File: config.mk
export PLATFORM = sky130hd
export DESIGN_NAME = health_monitor
export DESIGN_NICKNAME = d
export VERILOG_FILES = /design/src/rtl/hm_pkg.sv /design/src/rtl/hm_window_cmp.sv /design/src/rtl/hm_cause_latch.sv /design/src/rtl/hm_flash_fsm.sv /design/src/rtl/health_monitor.sv
export SDC_FILE = /design/constraint.sdc
export NUM_CORES = 1
export LEC_CHECK = 0
export BUFFER_PORTS_ARGS = -buffer_cell sky130_fd_sc_hd__buf_2
export CELL_PAD_IN_SITES_DETAIL_PLACEMENT = 1
export CELL_PAD_IN_SITES_GLOBAL_PLACEMENT = 1
export CORE_ASPECT_RATIO = 2
export CORE_UTILIZATION = 35
export DETAILED_ROUTE_END_ITERATION = 7
export MAX_ROUTING_LAYER = met4
export PLACE_DENSITY = 0.95
export SETUP_SLACK_MARGIN = 0.1
export SYNTH_ARGS = -nofsm -noshare
export SYNTH_HDL_FRONTEND = slang
export SYNTH_SLANG_ARGS = --single-unit
File: constraint.sdc
create_clock -name clk -period 4.11 [get_ports clk]
set_input_delay 0.822 -clock clk [delete_from_list [all_inputs] [get_ports clk]]
set_output_delay 0.822 -clock clk [all_outputs]
set_load 0.1 [all_outputs]
File: src/rtl/hm_pkg.sv
package hm_pkg;
    localparam int ALARM_W   = 8;
    localparam int CAUSE_W   = 5;
    localparam int B_UNLOCK  = 0;
    localparam int B_NOREF   = 1;
    localparam int B_NOVCO   = 2;
    localparam int B_TEMP    = 3;
    localparam int B_RAIL    = 4;

    typedef enum logic [0:0] {
        FL_STEADY = 1'b0,
        FL_DARK   = 1'b1
    } flash_state_t;
endpackage

File: src/rtl/hm_window_cmp.sv
module hm_window_cmp #(
    parameter int DW        = 16,
    parameter bit IS_SIGNED = 1'b0
) (
    input  logic [DW-1:0] reading,
    input  logic [DW-1:0] lim_lo,
    input  logic [DW-1:0] lim_hi,
    output logic          outside
);
    generate
        if (IS_SIGNED) begin : g_signed
            always_comb
                outside = ($signed(reading) < $signed(lim_lo)) ||
                          ($signed(reading) > $signed(lim_hi));
        end else begin : g_unsigned
            always_comb
                outside = (reading < lim_lo) || (reading > lim_hi);
        end
    endgenerate
endmodule

File: src/rtl/hm_cause_latch.sv
module hm_cause_latch
    import hm_pkg::*;
(
    input  logic                clk,
    input  logic                rst_n,
    input  logic [CAUSE_W-1:0]  set_vec,
    input  logic                clr,
    output logic [ALARM_W-1:0]  word
);
    logic [CAUSE_W-1:0] held;

    genvar i;
    generate
        for (i = 0; i < CAUSE_W; i++) begin : g_bit
            always_ff @(posedge clk or negedge rst_n) begin
                if (!rst_n)
                    held[i] <= 1'b0;
                else
                    held[i] <= (held[i] & ~clr) | set_vec[i];
            end
        end
    endgenerate

    always_comb word = {{(ALARM_W-CAUSE_W){1'b0}}, held};
endmodule

File: src/rtl/hm_flash_fsm.sv
module hm_flash_fsm
    import hm_pkg::*;
#(
    parameter int FLASH_CYCLES = 1000000
) (
    input  logic clk,
    input  logic rst_n,
    input  logic hit,
    input  logic fault,
    output logic red,
    output logic green
);
    localparam int CNT_W = (FLASH_CYCLES > 1) ? $clog2(FLASH_CYCLES) : 1;
    localparam logic [CNT_W-1:0] RELOAD = CNT_W'(FLASH_CYCLES - 1);

    flash_state_t state, state_nx;
    logic [CNT_W-1:0] cnt, cnt_nx;

    always_comb begin
        state_nx = state;
        cnt_nx   = cnt;
        unique case (state)
            FL_STEADY: begin
                if (hit) begin
                    state_nx = FL_DARK;
                    cnt_nx   = RELOAD;
                end
            end
            FL_DARK: begin
                if (hit) begin
                    cnt_nx = RELOAD;
                end else if (cnt == '0) begin
                    state_nx = FL_STEADY;
                end else begin
                    cnt_nx = cnt - 1'b1;
                end
            end
            default: begin
                state_nx = FL_STEADY;
                cnt_nx   = '0;
            end
        endcase
    end

    always_ff @(posedge clk or negedge rst_n) begin
        if (!rst_n) begin
            state <= FL_STEADY;
            cnt   <= '0;
        end else begin
            state <= state_nx;
            cnt   <= cnt_nx;
        end
    end

    always_comb begin
        red   = 1'b0;
        green = 1'b0;
        unique case (state)
            FL_STEADY: begin
                red   = fault;
                green = ~fault;
            end
            FL_DARK: begin
                red   = 1'b0;
                green = 1'b0;
            end
            default: begin
                red   = 1'b0;
                green = 1'b0;
            end
        endcase
    end
endmodule

File: src/rtl/health_monitor.sv
module health_monitor
    import hm_pkg::*;
#(
    parameter int DW           = 16,
    parameter int NUM_RAILS    = 4,
    parameter int FLASH_CYCLES = 1000000
) (
    input  logic                    clk,
    input  logic                    rst_n,
    input  logic                    sample_valid,
    input  logic [DW-1:0]           temp_rd,
    input  logic [DW-1:0]           temp_min,
    input  logic [DW-1:0]           temp_max,
    input  logic [NUM_RAILS*DW-1:0] volt_rd,
    input  logic [NUM_RAILS*DW-1:0] volt_min,
    input  logic [NUM_RAILS*DW-1:0] volt_max,
    input  logic                    pll_locked,
    input  logic                    ref_present,
    input  logic                    vco_running,
    input  logic                    alarm_rd,
    input  logic                    bus_hit,
    output logic [ALARM_W-1:0]      alarm_word,
    output logic                    alarm_out,
    output logic                    led_red,
    output logic                    led_green
);
    logic                 temp_out;
    logic [NUM_RAILS-1:0] rail_out;
    logic [CAUSE_W-1:0]   causes;

    hm_window_cmp #(.DW(DW), .IS_SIGNED(1'b1)) u_temp (
        .reading (temp_rd),
        .lim_lo  (temp_min),
        .lim_hi  (temp_max),
        .outside (temp_out)
    );

    genvar k;
    generate
        for (k = 0; k < NUM_RAILS; k++) begin : g_rail
            hm_window_cmp #(.DW(DW), .IS_SIGNED(1'b0)) u_rail (
                .reading (volt_rd [k*DW +: DW]),
                .lim_lo  (volt_min[k*DW +: DW]),
                .lim_hi  (volt_max[k*DW +: DW]),
                .outside (rail_out[k])
            );
        end
    endgenerate

    always_comb begin
        causes            = '0;
        causes[B_UNLOCK]  = ~pll_locked;
        causes[B_NOREF]   = ~ref_present;
        causes[B_NOVCO]   = ~vco_running;
        causes[B_TEMP]    = sample_valid & temp_out;
        causes[B_RAIL]    = sample_valid & (|rail_out);
    end

    hm_cause_latch u_latch (
        .clk     (clk),
        .rst_n   (rst_n),
        .set_vec (causes),
        .clr     (alarm_rd),
        .word    (alarm_word)
    );

    always_comb alarm_out = |alarm_word;

    hm_flash_fsm #(.FLASH_CYCLES(FLASH_CYCLES)) u_lamp (
        .clk   (clk),
        .rst_n (rst_n),
        .hit   (bus_hit),
        .fault (alarm_out),
        .red   (led_red),
        .green (led_green)
    );
endmodule

Word level (Yosys, flattened, before mapping) --
Index checks and enable logic that the tools add are counted. W data, S select, Z words.
Storage, ports and cells: flip-flop bits (word level) 26, input bits 248, output and inout bits 11, word-level logic and storage cells 57
Cells by class: $add $sub $neg 1, $lt $le $gt $ge 10, equal/unequal tests 2, multiplexer cells 10, bitwise logic cells 18, reductions and logical operators 9
Operator list (count):
- $gt A16 B16 Y1 | 5
- $lt A16 B16 Y1 | 5
- $mux W20 | 3
- $pmux W20 S2 | 1
- $logic_not A20 Y1 | 1
- $sub A20 B1 Y20 const B | 1
- $and A1 B1 Y1 | 7
- $not A1 Y1 | 6
- $pmux W1 S2 | 3
- $logic_or A1 B1 Y1 | 5
- $or A1 B1 Y1 | 5
- $reduce_or A5 Y1 | 1
- $reduce_or A4 Y1 | 1
- $mux W1 | 3
- $ne A3 B3 Y1 const B | 1
- $ne A2 B2 Y1 const B | 1
- $reduce_and A2 Y1 | 1

Logic depth before layout (Yosys ltp) --
Gate-level depths: netlist (run 1).
word-level depth 5, depth in mapped cells 9

Modules after synthesis --
From an unflattened synthesis (run 1), not the netlist that was laid out.
Second synthesis, totals: cells, all modules 695, area total of the unflattened synthesis 5376.4 µm²
By module, submodules not included:
- hm_window_cmp at g_rail[1].u_rail ... | times used 3, cells each 109, area each 784.5 µm²
- hm_flash_fsm | times used 1, cells each 124, area each 1188.6 µm²
- hm_window_cmp at u_temp | times used 1, cells each 113, area each 807.0 µm²
- hm_window_cmp at g_rail[0].u_rail | times used 1, cells each 108, area each 789.5 µm²
- hm_cause_latch | times used 1, cells each 15, area each 192.7 µm²
- health_monitor | times used 1, cells each 8, area each 45.0 µm²

Least setup slack after synthesis (run 1) --
OpenSTA, ideal clock, no wires.
path kind register to output, from reg u_latch.held[0] (netlist: u_latch.word[0]), to out led_green, arrival time 3209 ps, required time 3288 ps, slack 79 ps, stages on the path, launching flop included 4, path through dfrtp_1 nor3_1 nand2_1 nor2_1
Between the ends: longest elaborated chain between the ends 3
RTL lines:
- start: declaration | RTL line hm_cause_latch.sv:10 | logic [CAUSE_W-1:0] held;
- start signal: indexed assignment | RTL line hm_cause_latch.sv:19 | held[i] <= (held[i] & ~clr) | set_vec[i];
- $reduce_or A5 Y1 | RTL line health_monitor.sv:67 | always_comb alarm_out = |alarm_word;
- via alarm_out | RTL line health_monitor.sv:23 | output logic alarm_out,
- $not A1 Y1 | RTL line hm_flash_fsm.sv:61 | green = ~fault;
- $pmux W1 S2 | RTL line hm_flash_fsm.sv:58 | unique case (state)
- end: declaration | RTL line health_monitor.sv:25 | output logic led_green
The timed path passes the listed nets, and every way through them passes these cells.

Final worst setup path (run 1) --
from in volt_rd[61], to reg u_latch.held[4] (netlist: u_latch.word[4])
Between the ends: longest elaborated chain between the ends 5, elaborated cells on any way between the ends 6, those cells by class order compare: 2; bitwise: 2; reduce/logical: 2
RTL lines:
- start: declaration | RTL line health_monitor.sv:14 | input logic [NUM_RAILS*DW-1:0] volt_rd,
- $lt A16 B16 Y1 / $gt A16 B16 Y1 (equally long branches) | RTL line hm_window_cmp.sv:17 | outside = (reading < lim_lo) || (reading > lim_hi);
- $logic_or A1 B1 Y1 (*) | RTL line hm_window_cmp.sv:17
- $reduce_or A4 Y1 (*) | RTL line health_monitor.sv:56 | causes[B_RAIL] = sample_valid & (|rail_out);
- $and A1 B1 Y1 (*) | RTL line health_monitor.sv:56
- $or A1 B1 Y1 (*) | RTL line hm_cause_latch.sv:19
Mark *: on every way between the ends. The rest lies on a longest branch, timed or not. A chain may end at the register's enable or synchronous reset.

==> flow_summary.rst, run 1 <==
.. list-table::
   :header-rows: 1

   * - Metric
     - Value
   * - Status
     - completed
   * - Number of endpoints with negative hold slack in the final report
     - 0
   * - Proportion of register bits with asynchronous set or reset after synthesis
     - 100%
   * - Power density over the cells
     - 155 nW/um^2
   * - Clock period minus worst slack
     - 2.74 ns
   * - Primary flip-flop cell chosen by synthesis mapping
     - sky130_fd_sc_hd__dfrtp_1
   * - Total DRC errors in the routed layout
     - 0
   * - Worst Path Max Fanout
     - 2
   * - Crit share post-route
     - 66.7%
   * - Biggest cell delay along the critical path
     - 0.73 ns
   * - Slew @ Worst Pin
     - 0.809 ns
   * - Die Span X
     - 88.0 um
   * - Synthesis-to-finish area growth
     - 30.1%
   * - Detailed Place HPWL
     - 17200 um
   * - Grt ovf
     - 0
   * - Worst path top cell family by delay
     - compound AO/OA/AOI/OAI gates
   * - Chain of cells forming the critical path
     - buf_2 -> ha_1 -> a211oi_1 -> nor2_1 -> a2111oi_0 -> o21bai_1 -> a22oi_1 -> a211oi_1 -> a31oi_1
   * - Arrival time at the worst endpoint
     - 2.87 ns
   * - Worst Min Path Start
     - u_latch.word[0]$_DFF_PN0_
   * - Share of total power in sequential cells
     - 25.8%
   * - Sum Neg Setup Slack
     - 0 ns
   * - Number of cells upsized or downsized after cts
     - 0
   * - Post-synthesis instance area
     - 5170 um^2
   * - Achievable clock frequency
     - 365 MHz
   * - Launching element type of the critical path
     - input pin
   * - Clock tree from TritonCTS
     - yes
   * - Share of synthesized area occupied by flip-flops and latches
     - 12.6%
   * - Crit end category
     - flip-flop
   * - Die extent in y
     - 174 um
   * - Tot GR Track Use
     - 25.2%
   * - Lkg Pwr
     - 4.01 nW
   * - Yosys reg bits
     - 26
   * - Crit path from
     - volt_rd[61]
   * - Initial antenna violation count
     - 2
   * - Setup clock skew after layout
     - 0.00233 ns
   * - Synthesized area per cell
     - 7.69 um^2
   * - Number of core rows
     - 62
   * - Post-CTS Hold Fix Bufs
     - 0
   * - Number of global-route vias before repair
     - 6772
   * - Clock insertion delay at the later pin of the skew report
     - 0.26 ns
   * - Reg-to-Reg Start
     - u_lamp.cnt[4]$_DFFE_PN0P_
   * - Buffer count from post-CTS setup fixing
     - 0
   * - Via density per instance
     - 5.22
   * - Port-buffer cells
     - 255
   * - EDFF count, synth
     - 0
   * - Combinational share of power
     - 53.8%
   * - Number of max-cap violations
     - 0
   * - Slew margin rel.
     - 44.7%
   * - CTS Sinks
     - 26
   * - Total Nets Final
     - 1332
   * - Number of top-level design ports
     - 259
   * - Internal power of the cells
     - 0.000640 W
   * - Type of the tightest min-delay check
     - flip-flop to flip-flop
   * - Distinct cell type count after synthesis
     - 53
   * - Flop2flop setup slack
     - 1.75 ns
   * - Post-Route WL
     - 18500 um
   * - Post-CTS clock slew at the launch and capture registers of the worst setup and hold paths
     - 0.06 ns
   * - DRT antenna net count
     - 0
   * - Initial Util
     - 35.9%
   * - Placer congestion estimate
     - 0.938
   * - Total number of H-tree levels
     - 1
   * - Starting DRC count in detailed routing
     - 87
   * - CP bufs+invs
     - 1
   * - Clock Tree Root
     - sky130_fd_sc_hd__clkbuf_16
   * - Total vias in the final route
     - 5853
   * - Slowest cell on the critical path
     - sky130_fd_sc_hd__a2111oi_0
   * - Core box area
     - 14400 um^2
   * - Top cell by count, worst path
     - sky130_fd_sc_hd__a211oi_1
   * - Most common cell after layout, fill and taps aside
     - sky130_fd_sc_hd__buf_2
   * - Clock network power share
     - 20.4%
   * - Commonest non-fill, non-tap cells in the layout
     - sky130_fd_sc_hd__buf_2 (255), sky130_fd_sc_hd__inv_1 (166), sky130_fd_sc_hd__ha_1 (156)
   * - Global-route wire length before repair
     - 28700 um
   * - Switching part of the total power
     - 38.7%
   * - Maximum number of buffers from clock root to sink
     - 2
   * - Count of warnings emitted by yosys
     - 0
   * - Routed wirelength normalized by instance count
     - 16.5 um
   * - TritonCTS Buffers
     - 3
   * - Setup violation total in the final timing report
     - 0
   * - Slew Viols, Final
     - 0
   * - Required time of the worst setup path
     - 4.24 ns
   * - Cell count after synthesis
     - 673
   * - Maximum number of pins on one net before global-route repair
     - 27
   * - Fraction of final layout cells sized beyond drive strength 1
     - 29.0%
   * - Highest ir drop seen on vdd
     - 0.131 mV
   * - Power, Total
     - 0.00104 W
   * - Switching power summed over all nets
     - 0.000404 W
   * - FILL cells
     - 1939
   * - Critical Setup Path Class
     - input pin to flip-flop
   * - Area of the die
     - 15300 um^2
   * - RSZ-0062 raised after global routing
     - false
   * - Detailed-router iteration count before antenna repair
     - 4
## layout make-up
cell class	instances	area (um^2)	area share [%]
diodes	3	7.51	0.112
clock buffers	3	75.1	1.12
inverters	166	623	9.26
multi-input cells	476	3860	57.3
flip-flops and latches	26	651	9.67
well taps	192	240	3.57
repair buffers	255	1280	19.0
## metrics by stage
stage / utilization, % / worst slack [ns] / instance area [um^2] / std cells / hold WS (ns)
2_1_floorplan: - / 0.531 / 5180 / 675 / 0.478
4_1_cts: 46.6 / 1.34 / 6720 / 1118 / 0.551
6_report: 46.6 / 1.37 / 6730 / 1121 / 0.556
3_3_place_gp: 46.1 / 1.18 / 6650 / 1115 / 0.496
3_5_place_dp: 46.1 / 1.06 / 6650 / 1115 / 0.536
5_1_grt: 46.6 / 1.16 / 6730 / 1120 / 0.566
## power groups by stage
stage / logic [W] / registers, W / clock network (W)
finish: 0.000562 / 0.000269 / 0.000214
global route: 0.000633 / 0.000270 / 0.000230
CTS: 0.000569 / 0.000269 / 0.000223
detailed placement: 0.000565 / 0.000274 / 0
global placement: 0.000532 / 0.000274 / 0
floorplan: 0.000285 / 0.000304 / 0
## worst paths after layout
| check | cells past startpoint | to |
|---|---|---|
| max in group asynchronous | 1 | u_latch.word[1]$_DFF_PN0_ |
| min reg2reg | 2 | u_latch.word[0]$_DFF_PN0_ |
| min | 2 | u_latch.word[0]$_DFF_PN0_ |
| max reg2reg | 6 | u_lamp.cnt[9]$_DFFE_PN0P_ |
| max | 9 | u_latch.word[4]$_DFF_PN0_ |
| min in group asynchronous | 1 | u_lamp.cnt[17]$_DFFE_PN0P_ |
## synth_stat cells, types with 2 or more instances
cell type	n	area share [%]
sky130_fd_sc_hd__nor3_1	8	0.77
sky130_fd_sc_hd__o21ai_0	26	2.5
sky130_fd_sc_hd__xnor2_1	10	1.7
sky130_fd_sc_hd__dfrtp_1	26	13
sky130_fd_sc_hd__ha_1	156	38
sky130_fd_sc_hd__a2111oi_0	2	0.34
sky130_fd_sc_hd__o211ai_1	7	1.0
sky130_fd_sc_hd__a22oi_1	2	0.29
sky130_fd_sc_hd__nand2_1	32	2.3
sky130_fd_sc_hd__and4_1	4	0.68
sky130_fd_sc_hd__or2_2	3	0.36
sky130_fd_sc_hd__nand2b_1	7	0.85
sky130_fd_sc_hd__nor4_1	6	0.73
sky130_fd_sc_hd__a21oi_1	59	5.7
sky130_fd_sc_hd__nor2b_1	9	1.1
sky130_fd_sc_hd__nor3b_1	2	0.29
sky130_fd_sc_hd__o21bai_1	5	0.73
sky130_fd_sc_hd__o31ai_1	4	0.58
sky130_fd_sc_hd__nand4_1	26	3.1
sky130_fd_sc_hd__a221oi_1	2	0.34
sky130_fd_sc_hd__buf_6	2	0.44
sky130_fd_sc_hd__a21o_1	11	1.6
sky130_fd_sc_hd__nand3_1	9	0.87
sky130_fd_sc_hd__a21boi_0	3	0.44
sky130_fd_sc_hd__or3_1	5	0.60
sky130_fd_sc_hd__o41ai_1	2	0.34
sky130_fd_sc_hd__a211oi_1	12	1.7
sky130_fd_sc_hd__and3_1	2	0.24
sky130_fd_sc_hd__buf_4	3	0.44
sky130_fd_sc_hd__xor2_1	2	0.34
sky130_fd_sc_hd__nor2_1	35	2.5
sky130_fd_sc_hd__clkbuf_1	2	0.15
sky130_fd_sc_hd__o21a_1	4	0.58
sky130_fd_sc_hd__inv_1	166	12
## cells by family (layout without fill, tap and decap cells)
logic type	Yosys count	after routing	synth area share, %
adder cells (fa/ha/maj)	156	156	37.7
buffers and inverters	173	424	13.1
AO/OA/AOI/OAI	146	146	17.7
flip-flops	26	26	12.6
AND/OR/NAND/NOR	159	159	16.8
XOR/XNOR	12	12	2.03
other	1	6	0.0725
## layer usage
layer  vias to the layer above  wire, um  track usage [%]
met2                       237     10800             50.8
met1                      2697      5650             18.6
met3                        91       751             3.32
met5                         -         0                -
met4                         0      1320             17.6
li1                       2828         -                -
## flip-flops by register name (all words and copies together) (netlist names)
register and cells:
u_lamp.state 1, u_latch.word 5, u_lamp.cnt 20
## tightest hold or removal path, stage by stage, from the launching register on
cell	delay [ns]
sky130_fd_sc_hd__dfrtp_1	0.39
sky130_fd_sc_hd__inv_1	0.05
sky130_fd_sc_hd__o21ai_0	0.07
Note: power is estimated with default switching activity, not from simulation.
==> inputs of run 2 (changes only) <==
--- a/config.mk
+++ b/config.mk
@@ -9,7 +9,7 @@
 export CELL_PAD_IN_SITES_DETAIL_PLACEMENT = 1
 export CELL_PAD_IN_SITES_GLOBAL_PLACEMENT = 1
 export CORE_ASPECT_RATIO = 2
-export CORE_UTILIZATION = 35
+export CORE_UTILIZATION = 33
 export DETAILED_ROUTE_END_ITERATION = 7
 export MAX_ROUTING_LAYER = met4
 export PLACE_DENSITY = 0.95
==> constraint.sdc (replaced) <==
create_clock -name clk -period 2.6 [get_ports clk]
set_input_delay 0.52 -clock clk [delete_from_list [all_inputs] [get_ports clk]]
set_output_delay 0.52 -clock clk [all_outputs]
set_load 0.1 [all_outputs]
==> flow_summary.rst, run 2 (synthesized netlist as in run 1, its figures left out) <==
.. list-table::
   :header-rows: 1

   * - Metric
     - Value
   * - Status
     - completed
   * - Grt ovf
     - 0 (unchanged)
   * - Setup clock skew after layout
     - 0.00475 ns (+0.00242 ns)
   * - Max FFs per register
     - 20 (unchanged)
   * - Area of the die
     - 16200 um^2 (+6.0%)
   * - DRT antenna net count
     - 0 (unchanged)
   * - Slowest cell on the critical path
     - sky130_fd_sc_hd__or3_4
   * - Power, Total
     - 0.00178 W (+70%)
   * - Die Span X
     - 90.5 um (+2.9%)
   * - Slew margin rel.
     - 58.6% (+14 points)
   * - Required time of the worst setup path
     - 2.75 ns (-1.49 ns)
   * - Launching element type of the critical path
     - flip-flop
   * - Commonest non-fill, non-tap cells in the layout
     - sky130_fd_sc_hd__buf_2 (255), sky130_fd_sc_hd__inv_1 (166), sky130_fd_sc_hd__ha_1 (156)
   * - Worst Path Max Fanout
     - 5 (+3)
   * - Die extent in y
     - 179 um (+3.0%)
   * - Fraction of final layout cells sized beyond drive strength 1
     - 29.8% (+0.77 points)
   * - Power density over the cells
     - 260 nW/um^2 (+68%)
   * - CP bufs+invs
     - 0 (-1)
   * - Switching part of the total power
     - 37.0% (-1.7 points)
   * - Total vias in the final route
     - 5906 (+0.91%)
   * - Biggest cell delay along the critical path
     - 0.43 ns (-0.30 ns)
   * - Summed area of non-filler cells in the final layout
     - 6840 um^2 (+1.6%)
   * - Detailed-router iteration count before antenna repair
     - 4 (unchanged)
   * - Core box area
     - 15300 um^2 (+6.0%)
   * - Register with the highest flop count
     - u_lamp.cnt
   * - Critical Setup Path Class
     - flip-flop to flip-flop
   * - Setup violation total in the final timing report
     - 0 (unchanged)
   * - Maximum number of pins on one net before global-route repair
     - 27 (unchanged)
   * - Met1 Routed Length
     - 5710 um (+1.1%)
   * - Internal power of the cells
     - 0.00112 W (+75%)
   * - Via density per instance
     - 5.22 (about the same)
   * - RSZ-0062 raised after global routing
     - false
   * - Tot GR Track Use
     - 23.8% (-1.4 points)
   * - Clock tree from TritonCTS
     - yes
   * - Clock insertion delay at the later pin of the skew report
     - 0.26 ns (about the same)
   * - Number of top-level design ports
     - 259 (unchanged)
   * - Post-CTS clock slew at the launch and capture registers of the worst setup and hold paths
     - 0.07 ns (about the same)
   * - Total Nets Final
     - 1334 (+0.15%)
   * - Combinational share of power
     - 50.5% (-3.3 points)
   * - Initial Util
     - 33.8% (-2.0 points)
   * - Number of endpoints with negative hold slack in the final report
     - 0 (unchanged)
   * - TritonCTS Buffers
     - 3 (unchanged)
   * - Initial antenna violation count
     - 3 (+1)
   * - Most common cell after layout, fill and taps aside
     - sky130_fd_sc_hd__buf_2
   * - Post-Route WL
     - 19000 um (+2.6%)
   * - Number of core rows
     - 64 (+3.2%)
   * - Met3 WL post-DR
     - 755 um (+0.53%)
   * - Area after DPL
     - 6700 um^2 (+0.77%)
   * - Crit end category
     - flip-flop
   * - Synthesis-to-finish area growth
     - 32.1%
   * - Clock network power share
     - 25.5% (+5.1 points)
   * - Crit share post-route
     - 89.4%
   * - Maximum number of buffers from clock root to sink
     - 2 (unchanged)
   * - Slew Viols, Final
     - 0 (unchanged)
   * - Clock period minus worst slack
     - 2.33 ns
   * - Share of total power in sequential cells
     - 24.0% (-1.8 points)
   * - Number of global-route vias before repair
     - 6612 (-2.4%)
   * - Clock Tree Root
     - sky130_fd_sc_hd__clkbuf_16
   * - Placer congestion estimate
     - 0.912 (-2.8%)
   * - CTS Sinks
     - 26 (unchanged)
   * - Total DRC errors in the routed layout
     - 0 (unchanged)
   * - Detailed Place HPWL
     - 17600 um (+1.9%)
   * - Port-buffer cells
     - 255 (unchanged)
   * - Starting DRC count in detailed routing
     - 93 (+6.9%)
   * - Detailed-routed wire length on met2
     - 11200 um (+3.2%)
   * - Top Metal Used
     - met4
   * - Worst path top cell family by delay
     - simple AND/OR/NAND/NOR gates
   * - Routed wirelength normalized by instance count
     - 16.8 um (+1.7%)
   * - Total number of H-tree levels
     - 1 (unchanged)
   * - Achievable clock frequency
     - 430 MHz
   * - Top cell by count, worst path
     - sky130_fd_sc_hd__nor4_4
   * - Type of the tightest min-delay check
     - input pin to async pin
   * - Number of max-cap violations
     - 0 (unchanged)
   * - Global-route wire length before repair
     - 29300 um (+2.0%)
   * - Chain of cells forming the critical path
     - or3_4 -> nor4_4 -> nand2_1 -> nor4_4 -> nor3b_2 -> xnor2_1 -> nand2b_1
   * - Highest ir drop seen on vdd
     - 0.229 mV (+75%)
   * - FILL cells
     - 1988 (+2.5%)
   * - Core occupancy in the finished layout
     - 44.7% (-2.0 points)
   * - Post-CTS Hold Fix Bufs
     - 0 (unchanged)
   * - Switching power summed over all nets
     - 0.000659 W (+63%)
   * - Lkg Pwr
     - 4.05 nW (+1.0%)
   * - Arrival time at the worst endpoint
     - 2.47 ns (-0.40 ns)
   * - Slew @ Worst Pin
     - 0.621 ns (-0.187 ns)
-- run 2: cell type report --
cell class,instances,area (um^2),share of cell area [%]
clock buffer,3,75.1,1.10
sequential,26,651,9.52
multi-input combinational,476,3910,57.2
clock inverter,1,30.0,0.439
tap,198,248,3.62
antenna,4,10.0,0.146
inverter,166,623,9.12
timing repair buffer,257,1290,18.9
-- run 2: worst register-to-register path: stages (launching register included) --
cell	delay, ns
sky130_fd_sc_hd__dfrtp_1	0.39
sky130_fd_sc_hd__or3_4	0.43
sky130_fd_sc_hd__nor4_4	0.39
sky130_fd_sc_hd__nand2_1	0.23
sky130_fd_sc_hd__nor4_4	0.24
sky130_fd_sc_hd__nor3b_2	0.27
sky130_fd_sc_hd__xnor2_1	0.16
sky130_fd_sc_hd__nand2b_1	0.09
-- run 2: path summary, 6_finish.rpt --
check | start | to | slack [ns] | cells past startpoint
worst max-delay path | u_lamp.cnt[8]$_DFFE_PN0P_ | u_lamp.cnt[19]$_DFFE_PN0P_ | 0.27 | 7
worst min register to register | u_lamp.cnt[8]$_DFFE_PN0P_ | u_lamp.cnt[8]$_DFFE_PN0P_ | 0.55 | 2
worst min-delay path | rst_n | u_lamp.cnt[11]$_DFFE_PN0P_ | 0.27 | 1
worst max register to register | u_lamp.cnt[8]$_DFFE_PN0P_ | u_lamp.cnt[19]$_DFFE_PN0P_ | 0.27 | 7
min in group clk | ref_present | u_latch.word[1]$_DFF_PN0_ | 0.44 | 2
max in group asynchronous | rst_n | u_latch.word[2]$_DFF_PN0_ | 1.92 | 1
-- run 2: layer usage --
metal / vias to the layer above / track usage (%)
met3: 87 / 2.59
met4: 0 / 16.7
met5: - / -
li1: 2840 / -
met2: 230 / 49.1
met1: 2749 / 18.8
-- run 2: power groups by stage --
stage | Sequential [W] | Clock [W] | Combinational (W)
after floorplan | 0.000481 | 0 | 0.000452
after global placement | 0.000433 | 0 | 0.000848
after detailed placement | 0.000435 | 0 | 0.000907
after CTS | 0.000427 | 0.000457 | 0.000911
after global routing | 0.000428 | 0.000473 | 0.00102
final | 0.000427 | 0.000453 | 0.000899
-- run 2: through the flow --
stage	std cells	worst slack (ns)	setup TNS (ns)	hold WS, ns
after global routing	1130	0.138	0	0.313
after global placement	1123	-0.184	-0.184	0.497
after floorplan	675	0.0102	0	0.224
after detailed placement	1123	-0.274	-0.274	0.527
final	1131	0.275	0	0.268
after CTS	1127	0.102	0	0.286
-- run 2: repair_timing --
action | in CTS | in global routing
pin swaps | 0 | 0
gates resized for setup | 1 | 3
endpoints found under the setup margin | 1 | 3
cloned | 0 | 0
endpoints found under the hold margin | 0 | 0
buffers inserted | 0 | 0
